**src/rtl/eep_pkg.sv**
```systemverilog
`timescale 1ns/1ps
package eep_pkg;
  localparam int ADDR_BITS = 6;
  localparam int WORD_BITS = 16;
  localparam int NUM_WORDS = 1 << ADDR_BITS;
  localparam int OP_BITS   = 3;
  localparam logic [OP_BITS-1:0] READ_OP = 3'b110;
  localparam int CMD_BITS  = OP_BITS + ADDR_BITS;

  typedef logic [ADDR_BITS-1:0] wordAddr_t;
  typedef logic [WORD_BITS-1:0] word_t;

  typedef enum logic [2:0] {
    ST_BOOT, ST_SEL, ST_OUT, ST_IN, ST_TAIL, ST_DESEL, ST_DONE
  } ldState_t;

  // strobes from sequencer to datapath
  typedef struct packed {
    logic      loadCmd;
    logic      shiftOut;
    logic      sampleIn;
    logic      storeWord;
    logic      finish;
    wordAddr_t addr;
  } strobe_t;
endpackage

```
**src/rtl/eep_ctrl.sv**
```systemverilog
`timescale 1ns/1ps
module eep_ctrl import eep_pkg::*; #(
  parameter int unsigned HALF_CLKS = 1000
) (
  input  logic    clk,
  input  logic    rstN,
  output logic    eeCs,
  output logic    eeSk,
  output strobe_t stb
);
  localparam int DIV_W = $clog2(HALF_CLKS + 1);
  localparam int CNT_W = $clog2(WORD_BITS + 1);
  localparam logic [DIV_W-1:0] DIV_LAST = DIV_W'(HALF_CLKS - 1);
  localparam logic [CNT_W-1:0] OUT_LAST = CNT_W'(CMD_BITS - 1);
  localparam logic [CNT_W-1:0] IN_LAST  = CNT_W'(WORD_BITS - 1);
  localparam wordAddr_t LAST_ADDR = wordAddr_t'(NUM_WORDS - 1);

  ldState_t         state, stateN;
  logic [DIV_W-1:0] divCnt;
  logic             highPh, highN;
  logic [CNT_W-1:0] bitCnt, bitN;
  wordAddr_t        wordIdx, wordN;
  logic             halfEnd;

  assign halfEnd = (divCnt == DIV_LAST);

  always_comb begin
    stateN   = state;
    highN    = highPh;
    bitN     = bitCnt;
    wordN    = wordIdx;
    stb      = '0;
    stb.addr = wordIdx;
    case (state)
      ST_BOOT: begin
        stateN      = ST_SEL;
        stb.loadCmd = 1'b1;
      end
      ST_SEL: if (halfEnd) begin
        stateN = ST_OUT;
        highN  = 1'b0;
        bitN   = '0;
      end
      ST_OUT: if (halfEnd) begin
        if (!highPh) highN = 1'b1;
        else begin
          highN        = 1'b0;
          stb.shiftOut = 1'b1;
          if (bitCnt == OUT_LAST) begin
            stateN = ST_IN;
            bitN   = '0;
          end else bitN = bitCnt + 1'b1;
        end
      end
      ST_IN: if (halfEnd) begin
        if (!highPh) highN = 1'b1;
        else begin
          highN        = 1'b0;
          stb.sampleIn = 1'b1;
          if (bitCnt == IN_LAST) begin
            stb.storeWord = 1'b1;
            stateN        = ST_TAIL;
          end else bitN = bitCnt + 1'b1;
        end
      end
      ST_TAIL: if (halfEnd) stateN = ST_DESEL;
      ST_DESEL: if (halfEnd) begin
        if (wordIdx == LAST_ADDR) begin
          stateN     = ST_DONE;
          stb.finish = 1'b1;
        end else begin
          wordN       = wordIdx + 1'b1;
          stb.loadCmd = 1'b1;
          stb.addr    = wordIdx + 1'b1;
          stateN      = ST_SEL;
        end
      end
      default: ;
    endcase
  end

  always_ff @(posedge clk or negedge rstN) begin
    if (!rstN) begin
      state   <= ST_BOOT;
      divCnt  <= '0;
      highPh  <= 1'b0;
      bitCnt  <= '0;
      wordIdx <= '0;
    end else begin
      state   <= stateN;
      highPh  <= highN;
      bitCnt  <= bitN;
      wordIdx <= wordN;
      if (state == ST_BOOT || state == ST_DONE || halfEnd) divCnt <= '0;
      else divCnt <= divCnt + 1'b1;
    end
  end

  assign eeCs = (state == ST_SEL) || (state == ST_OUT) || (state == ST_IN) || (state == ST_TAIL);
  assign eeSk = highPh && ((state == ST_OUT) || (state == ST_IN));

  // high-phase length tracker for the timing check
  logic [DIV_W:0] skHighLen;
  always_ff @(posedge clk or negedge rstN) begin
    if (!rstN) skHighLen <= '0;
    else if (!eeSk) skHighLen <= '0;
    else skHighLen <= skHighLen + 1'b1;
  end

  AST_SK_HIGH_HALF: assert property (@(posedge clk) disable iff (!rstN)
    $fell(eeSk) |-> skHighLen == (DIV_W+1)'(HALF_CLKS)) else $error("sk high length");
  AST_SELECT_BEFORE_CLOCK: assert property (@(posedge clk) disable iff (!rstN)
    $rose(eeCs) |-> !eeSk) else $error("cs rose with sk high");
endmodule

```
**src/rtl/eep_datapath.sv**
```systemverilog
`timescale 1ns/1ps
module eep_datapath import eep_pkg::*; #(
  parameter int unsigned MAC_BYTE_OFS = 20,
  parameter int unsigned MAC_BYTES    = 6
) (
  input  logic                   clk,
  input  logic                   rstN,
  input  strobe_t                stb,
  input  logic                   eeDo,
  input  wordAddr_t              rdIdx,
  output logic                   eeDi,
  output word_t                  rdWord,
  output logic [8*MAC_BYTES-1:0] macAddr,
  output logic                   macValid,
  output logic                   absent,
  output logic                   done
);
  localparam int MAC_W = 8 * MAC_BYTES;

  logic [CMD_BITS-1:0] cmdShift;
  word_t               dataShift;
  word_t               capWord;
  word_t               wordMem [NUM_WORDS];
  logic                word0Blank;
  logic [MAC_W-1:0]    macFlat;

  assign capWord = {dataShift[WORD_BITS-2:0], eeDo};

  always_ff @(posedge clk or negedge rstN) begin
    if (!rstN) begin
      cmdShift   <= '0;
      dataShift  <= '0;
      word0Blank <= 1'b0;
    end else begin
      if (stb.loadCmd) cmdShift <= {READ_OP, stb.addr};
      else if (stb.shiftOut) cmdShift <= {cmdShift[CMD_BITS-2:0], 1'b0};
      if (stb.sampleIn) dataShift <= capWord;
      if (stb.storeWord && stb.addr == '0)
        word0Blank <= (capWord == '0) || (capWord == '1);
    end
  end

  always_ff @(posedge clk) begin
    if (stb.storeWord) wordMem[stb.addr] <= capWord;
  end

  // address bytes picked from little-endian word storage
  for (genvar k = 0; k < MAC_BYTES; k++) begin : g_macByte
    localparam int BYTE_IDX = MAC_BYTE_OFS + k;
    localparam int WIDX     = BYTE_IDX / 2;
    if (BYTE_IDX % 2 == 0) begin : g_lo
      assign macFlat[MAC_W-1-8*k -: 8] = wordMem[WIDX][7:0];
    end else begin : g_hi
      assign macFlat[MAC_W-1-8*k -: 8] = wordMem[WIDX][15:8];
    end
  end

  always_ff @(posedge clk or negedge rstN) begin
    if (!rstN) begin
      done     <= 1'b0;
      absent   <= 1'b0;
      macValid <= 1'b0;
      macAddr  <= '0;
    end else if (stb.finish) begin
      done     <= 1'b1;
      absent   <= word0Blank;
      macValid <= !word0Blank;
      macAddr  <= word0Blank ? '0 : macFlat;
    end
  end

  assign eeDi   = cmdShift[CMD_BITS-1];
  assign rdWord = wordMem[rdIdx];

  AST_ABSENT_MATCHES_WORD0: assert property (@(posedge clk) disable iff (!rstN)
    done |-> (absent == ((wordMem[0] == '0) || (wordMem[0] == '1)))) else $error("absent flag");
  AST_VALID_EXCLUSIVE: assert property (@(posedge clk) disable iff (!rstN)
    done |-> (macValid != absent)) else $error("valid/absent");
  AST_RESULT_HELD: assert property (@(posedge clk) disable iff (!rstN)
    done |=> done && $stable(macAddr) && $stable(absent) && $stable(macValid)) else $error("result moved");
  AST_STORE_ON_SAMPLE: assert property (@(posedge clk) disable iff (!rstN)
    stb.storeWord |-> stb.sampleIn) else $error("store without sample");
endmodule

```
**src/rtl/eeprom_boot_loader.sv**
```systemverilog
`timescale 1ns/1ps
module eeprom_boot_loader import eep_pkg::*; #(
  parameter int unsigned CLK_MHZ      = 200,
  parameter int unsigned HALF_US      = 5,
  parameter int unsigned HALF_CLKS    = CLK_MHZ * HALF_US,
  parameter int unsigned MAC_BYTE_OFS = 20
) (
  input  logic                 clk,
  input  logic                 rstN,
  input  logic                 eeDo,
  output logic                 eeCs,
  output logic                 eeSk,
  output logic                 eeDi,
  input  logic [ADDR_BITS-1:0] rdIdx,
  output logic [WORD_BITS-1:0] rdWord,
  output logic [47:0]          macAddr,
  output logic                 macValid,
  output logic                 absent,
  output logic                 done
);
  strobe_t stb;

  eep_ctrl #(.HALF_CLKS(HALF_CLKS)) u_ctrl (
    .clk(clk), .rstN(rstN), .eeCs(eeCs), .eeSk(eeSk), .stb(stb)
  );

  eep_datapath #(.MAC_BYTE_OFS(MAC_BYTE_OFS), .MAC_BYTES(6)) u_dp (
    .clk(clk), .rstN(rstN), .stb(stb), .eeDo(eeDo), .rdIdx(rdIdx),
    .eeDi(eeDi), .rdWord(rdWord), .macAddr(macAddr), .macValid(macValid),
    .absent(absent), .done(done)
  );

  AST_DI_STEADY_CLK_HIGH: assert property (@(posedge clk) disable iff (!rstN)
    eeSk |-> $stable(eeDi)) else $error("di moved while sk high");
  AST_CS_DROP_AFTER_LOW: assert property (@(posedge clk) disable iff (!rstN)
    $fell(eeCs) |-> !$past(eeSk)) else $error("cs dropped too early");
  AST_IDLE_AFTER_DONE: assert property (@(posedge clk) disable iff (!rstN)
    done |-> !eeCs && !eeSk) else $error("lines active after done");
endmodule

```
**config.mk**
```make
export PLATFORM = sky130hd
export DESIGN_NAME = eeprom_boot_loader
export DESIGN_NICKNAME = d
export VERILOG_FILES = /design/src/rtl/eep_pkg.sv /design/src/rtl/eep_ctrl.sv /design/src/rtl/eep_datapath.sv /design/src/rtl/eeprom_boot_loader.sv
export SDC_FILE = /design/constraint.sdc
export NUM_CORES = 1
export LEC_CHECK = 0
export BUFFER_PORTS_ARGS = -buffer_cell sky130_fd_sc_hd__buf_2
export CORE_ASPECT_RATIO = 0.7
export CORE_MARGIN = 1
export CORE_UTILIZATION = 30
export CTS_BUF_LIST = sky130_fd_sc_hd__clkbuf_8 sky130_fd_sc_hd__clkbuf_16
export CTS_CLUSTER_DIAMETER = 50
export DETAILED_ROUTE_END_ITERATION = 16
export SLEW_MARGIN = 15
export SYNTH_ARGS = -nofsm -noshare
export SYNTH_HDL_FRONTEND = slang
export SYNTH_SLANG_ARGS = --single-unit
```
**constraint.sdc**
```tcl
create_clock -name clk -period 4.75 [get_ports clk]
set_input_delay 0.2375 -clock clk [delete_from_list [all_inputs] [get_ports clk]]
set_output_delay 0.2375 -clock clk [all_outputs]
set_load 0.1 [all_outputs]
```
==> flow_summary.ini <==
[layout]
synthToLayoutAreaGrowth_pct = 16.1
fillerInstances = 13169
seq_area_mm2 = 0.0333
multi_input_area_mm2 = 0.00990
drive_gt1_frac = 0.285
num-nets-final = 2377

[critical_path]
cp.required_ns = 5.12
cp_max_fo = 16
reg2regPathDepth = 6
r2r_slack_ns = 1.02
crit_arrival_ns = 4.10
path_class = flip-flop to flip-flop
setup.worst_path.start_class = flip-flop
r2r-end = u_dp.wordMem[60][8]$_DFFE_PP_
reg2reg_from = u_ctrl.state[2]$_DFFE_PN0P_
startpoint = u_ctrl.state[2]$_DFFE_PN0P_
endpoint_kind = flip-flop

[sta]
finalSetupViolCount = 0
worst_pin_slew_ns = 1.23
finalHoldViolations = 0
fin_crit_ns = 3.73
finClkSkew_ns = 0.0251
fin_crit_sh = 0.786
maxSlewHeadroom = 0.175
fin_setup_tns_ns = 0
fmax_mhz = 268
slew_viol_final = 0
rsz0062_at_grt = no
whs_ns = 0.0289

[logic_synthesis]
synth_common_cells = edfxtp_1 (1024), mux4_2 (256), dfrtp_1 (101)
syn-cell-area_mm2 = 0.0436
synth_nets = 2183
synth.most_common_cell = edfxtp_1
synth-seq-cells = 1125
synth_area_leaders = edfxtp_1 (71%), mux4_2 (13%), dfrtp_1 (5.8%)
async_reset_ff_frac = 0.0898
synth_cell_types = 56
ys_warn_count = 0
ys_seq_area_frac = 0.763
synth_ff_type = edfxtp_1
synth-edff-count = 1024
yosys.area.top_type_share = 0.705
syn_inst = 2169
syn_avg_cell_area_um2 = 20.1
yosys.area.top_type = edfxtp_1

[clock_network]
clock-sinks = 1125
clk_latency_ns = 0.72
clockRootBuffer = clkbuf_16
cts_tree = yes
post_cts_resized = 0
cts.clk_slew.worst_paths_ns = 0.06
cts_buffers = 110
htreeDepth = 3
clk_path_buf_depth = 3

[floorplan]
ios = 79
rows = 116
start_util = 0.304
fp.dieW_um = 458
die_height_um = 321
core_area_mm2 = 0.144
die-area_mm2 = 0.147

[pwr]
p_per_area_mw_per_mm2 = 391
irDropWorstVdd_v = 0.000288
p_leak_nw = 14.2

[outcome]
status = complete, no violations

[flow_run]
maxCapViolCount = 0

[place]
io_buffers = 78
detailed_place_hpwl_um = 67900
gp_congestion = 0.828

[global_routing]
grt_start_max_net_pins = 101
antenna_found_initial = 4
grt_first_pass_wirelength_um = 159000
grt_pass1_vias = 21692
grt_usage = 0.149
grt_overflow = 0

[route]
drtIter0Drc = 2819
wl_um = 110000
drt-vias-per-instance = 5.13
drcViolationCount = 0
drtAntennaViolNets = 0
vias = 22258
wl_per_cell_um = 25.3
dr.pass1.iters = 5

[worst_hold_path]
hold_class = input port to async pin
sequential cells by signal, indices dropped and copies added, names as in the netlist:
name             count
u_ctrl.bitCnt        5
u_ctrl.divCnt       10
u_ctrl.highPh        1
u_ctrl.state         3
u_ctrl.wordIdx       6
u_dp.absent          1
u_dp.cmdShift        9
u_dp.dataShift      15
u_dp.done            1
u_dp.macAddr        48
u_dp.macValid        1
u_dp.word0Blank      1
u_dp.wordMem      1024
timing repair:
action / CTS / global route
endpoints found under the hold margin: 33 / 0
buffers inserted: 0 / 0
hold buffers: 1 / 0
critical path: stages (launching register included):
cell and delay (ns):
dfrtp_1 0.59, or3b_1 0.49, or4_1 0.63, nor4b_2 0.32, o211ai_1 0.53, a211oi_2 0.43, buf_4 0.39
metal layers:
metal  part of all wire  track usage  up-vias
met2               0.44        0.214      923
met5                  0            0        -
met1               0.45        0.226    11852
met4              0.019       0.0377        0
met3              0.088       0.0315      111
li1                   -            -     9372
report_power, final:
group,total (mW),internal (mW),switching (mW)
Sequential,10.7,10.7,0.000310
Clock,8.62,4.83,3.78
Combinational,0.537,0.162,0.376
per-stage QoR:
step                total power [mW]   util  cells  worst slack, ns  area, µm²
CTS                             20.0  0.353   4342             1.06      50600
detailed placement              11.4  0.328   4138             1.11      47100
floorplan                       11.2      -   2169            0.146      43600
finish                          19.8  0.353   4343             1.02      50600
global placement                11.4  0.328   4138             1.15      47100
global route                    20.4  0.353   4342            0.722      50600
area by class of cell:
| type | count | area share |
|---|---|---|
| Multi-Input combinational cell | 906 | 0.195 |
| Sequential cell | 1125 | 0.658 |
| Tap cell | 1888 | 0.0467 |
| Clock inverter | 93 | 0.0158 |
| Inverter | 16 | 0.00119 |
| Clock buffer | 110 | 0.0544 |
| Timing Repair Buffer | 204 | 0.0289 |
| Antenna cell | 1 | 0.0000494 |
how the worst max path moves through the flow:
stage                                endpoint  cells after the start
2_1_floorplan   u_dp.wordMem[10][0]$_DFFE_PP_                      6
4_1_cts                             rdWord[2]                      5
3_5_place_dp    u_dp.wordMem[12][8]$_DFFE_PP_                      8
3_3_place_gp   u_dp.wordMem[14][11]$_DFFE_PP_                      8
5_1_grt         u_dp.wordMem[14][6]$_DFFE_PP_                      8
6_report        u_dp.wordMem[60][8]$_DFFE_PP_                      6
kinds of logic after synthesis:
group                    synth area share
flip-flops                          0.763
AND/OR/NAND/NOR                    0.0395
multiplexers                        0.141
AO/OA/AOI/OAI                      0.0399
buffers and inverters              0.0127
XOR/XNOR                          0.00201
adder cells (fa/ha/maj)           0.00143
placed cells by master, fill, tap and decap left out, drive strengths merged, types with 3 or more instances in the layout:
| cell type | instances |
|---|---|
| edfxtp | 1024 |
| mux4 | 256 |
| buf | 203 |
| clkbuf | 110 |
| dfrtp | 101 |
| nand2 | 81 |
| nor2 | 75 |
| o22ai | 68 |
| a22oi | 65 |
| o21ai | 64 |
| nand2b | 57 |
| inv | 48 |
| a21oi | 42 |
| clkinv | 42 |
| mux2 | 29 |
| nor4 | 28 |
| nand3 | 14 |
| or4 | 13 |
| nor3 | 12 |
| bufinv | 11 |
| a211oi | 10 |
| o211ai | 9 |
| nand4 | 9 |
| clkinvlp | 8 |
| nor4b | 8 |
| mux2i | 7 |
| xnor2 | 6 |
| o31ai | 6 |
| and2 | 5 |
| ha | 5 |
| xor2 | 4 |
| and3 | 4 |
| a221o | 3 |
| or3 | 3 |
| nor2b | 3 |
(Power assumes the default switching activity.)
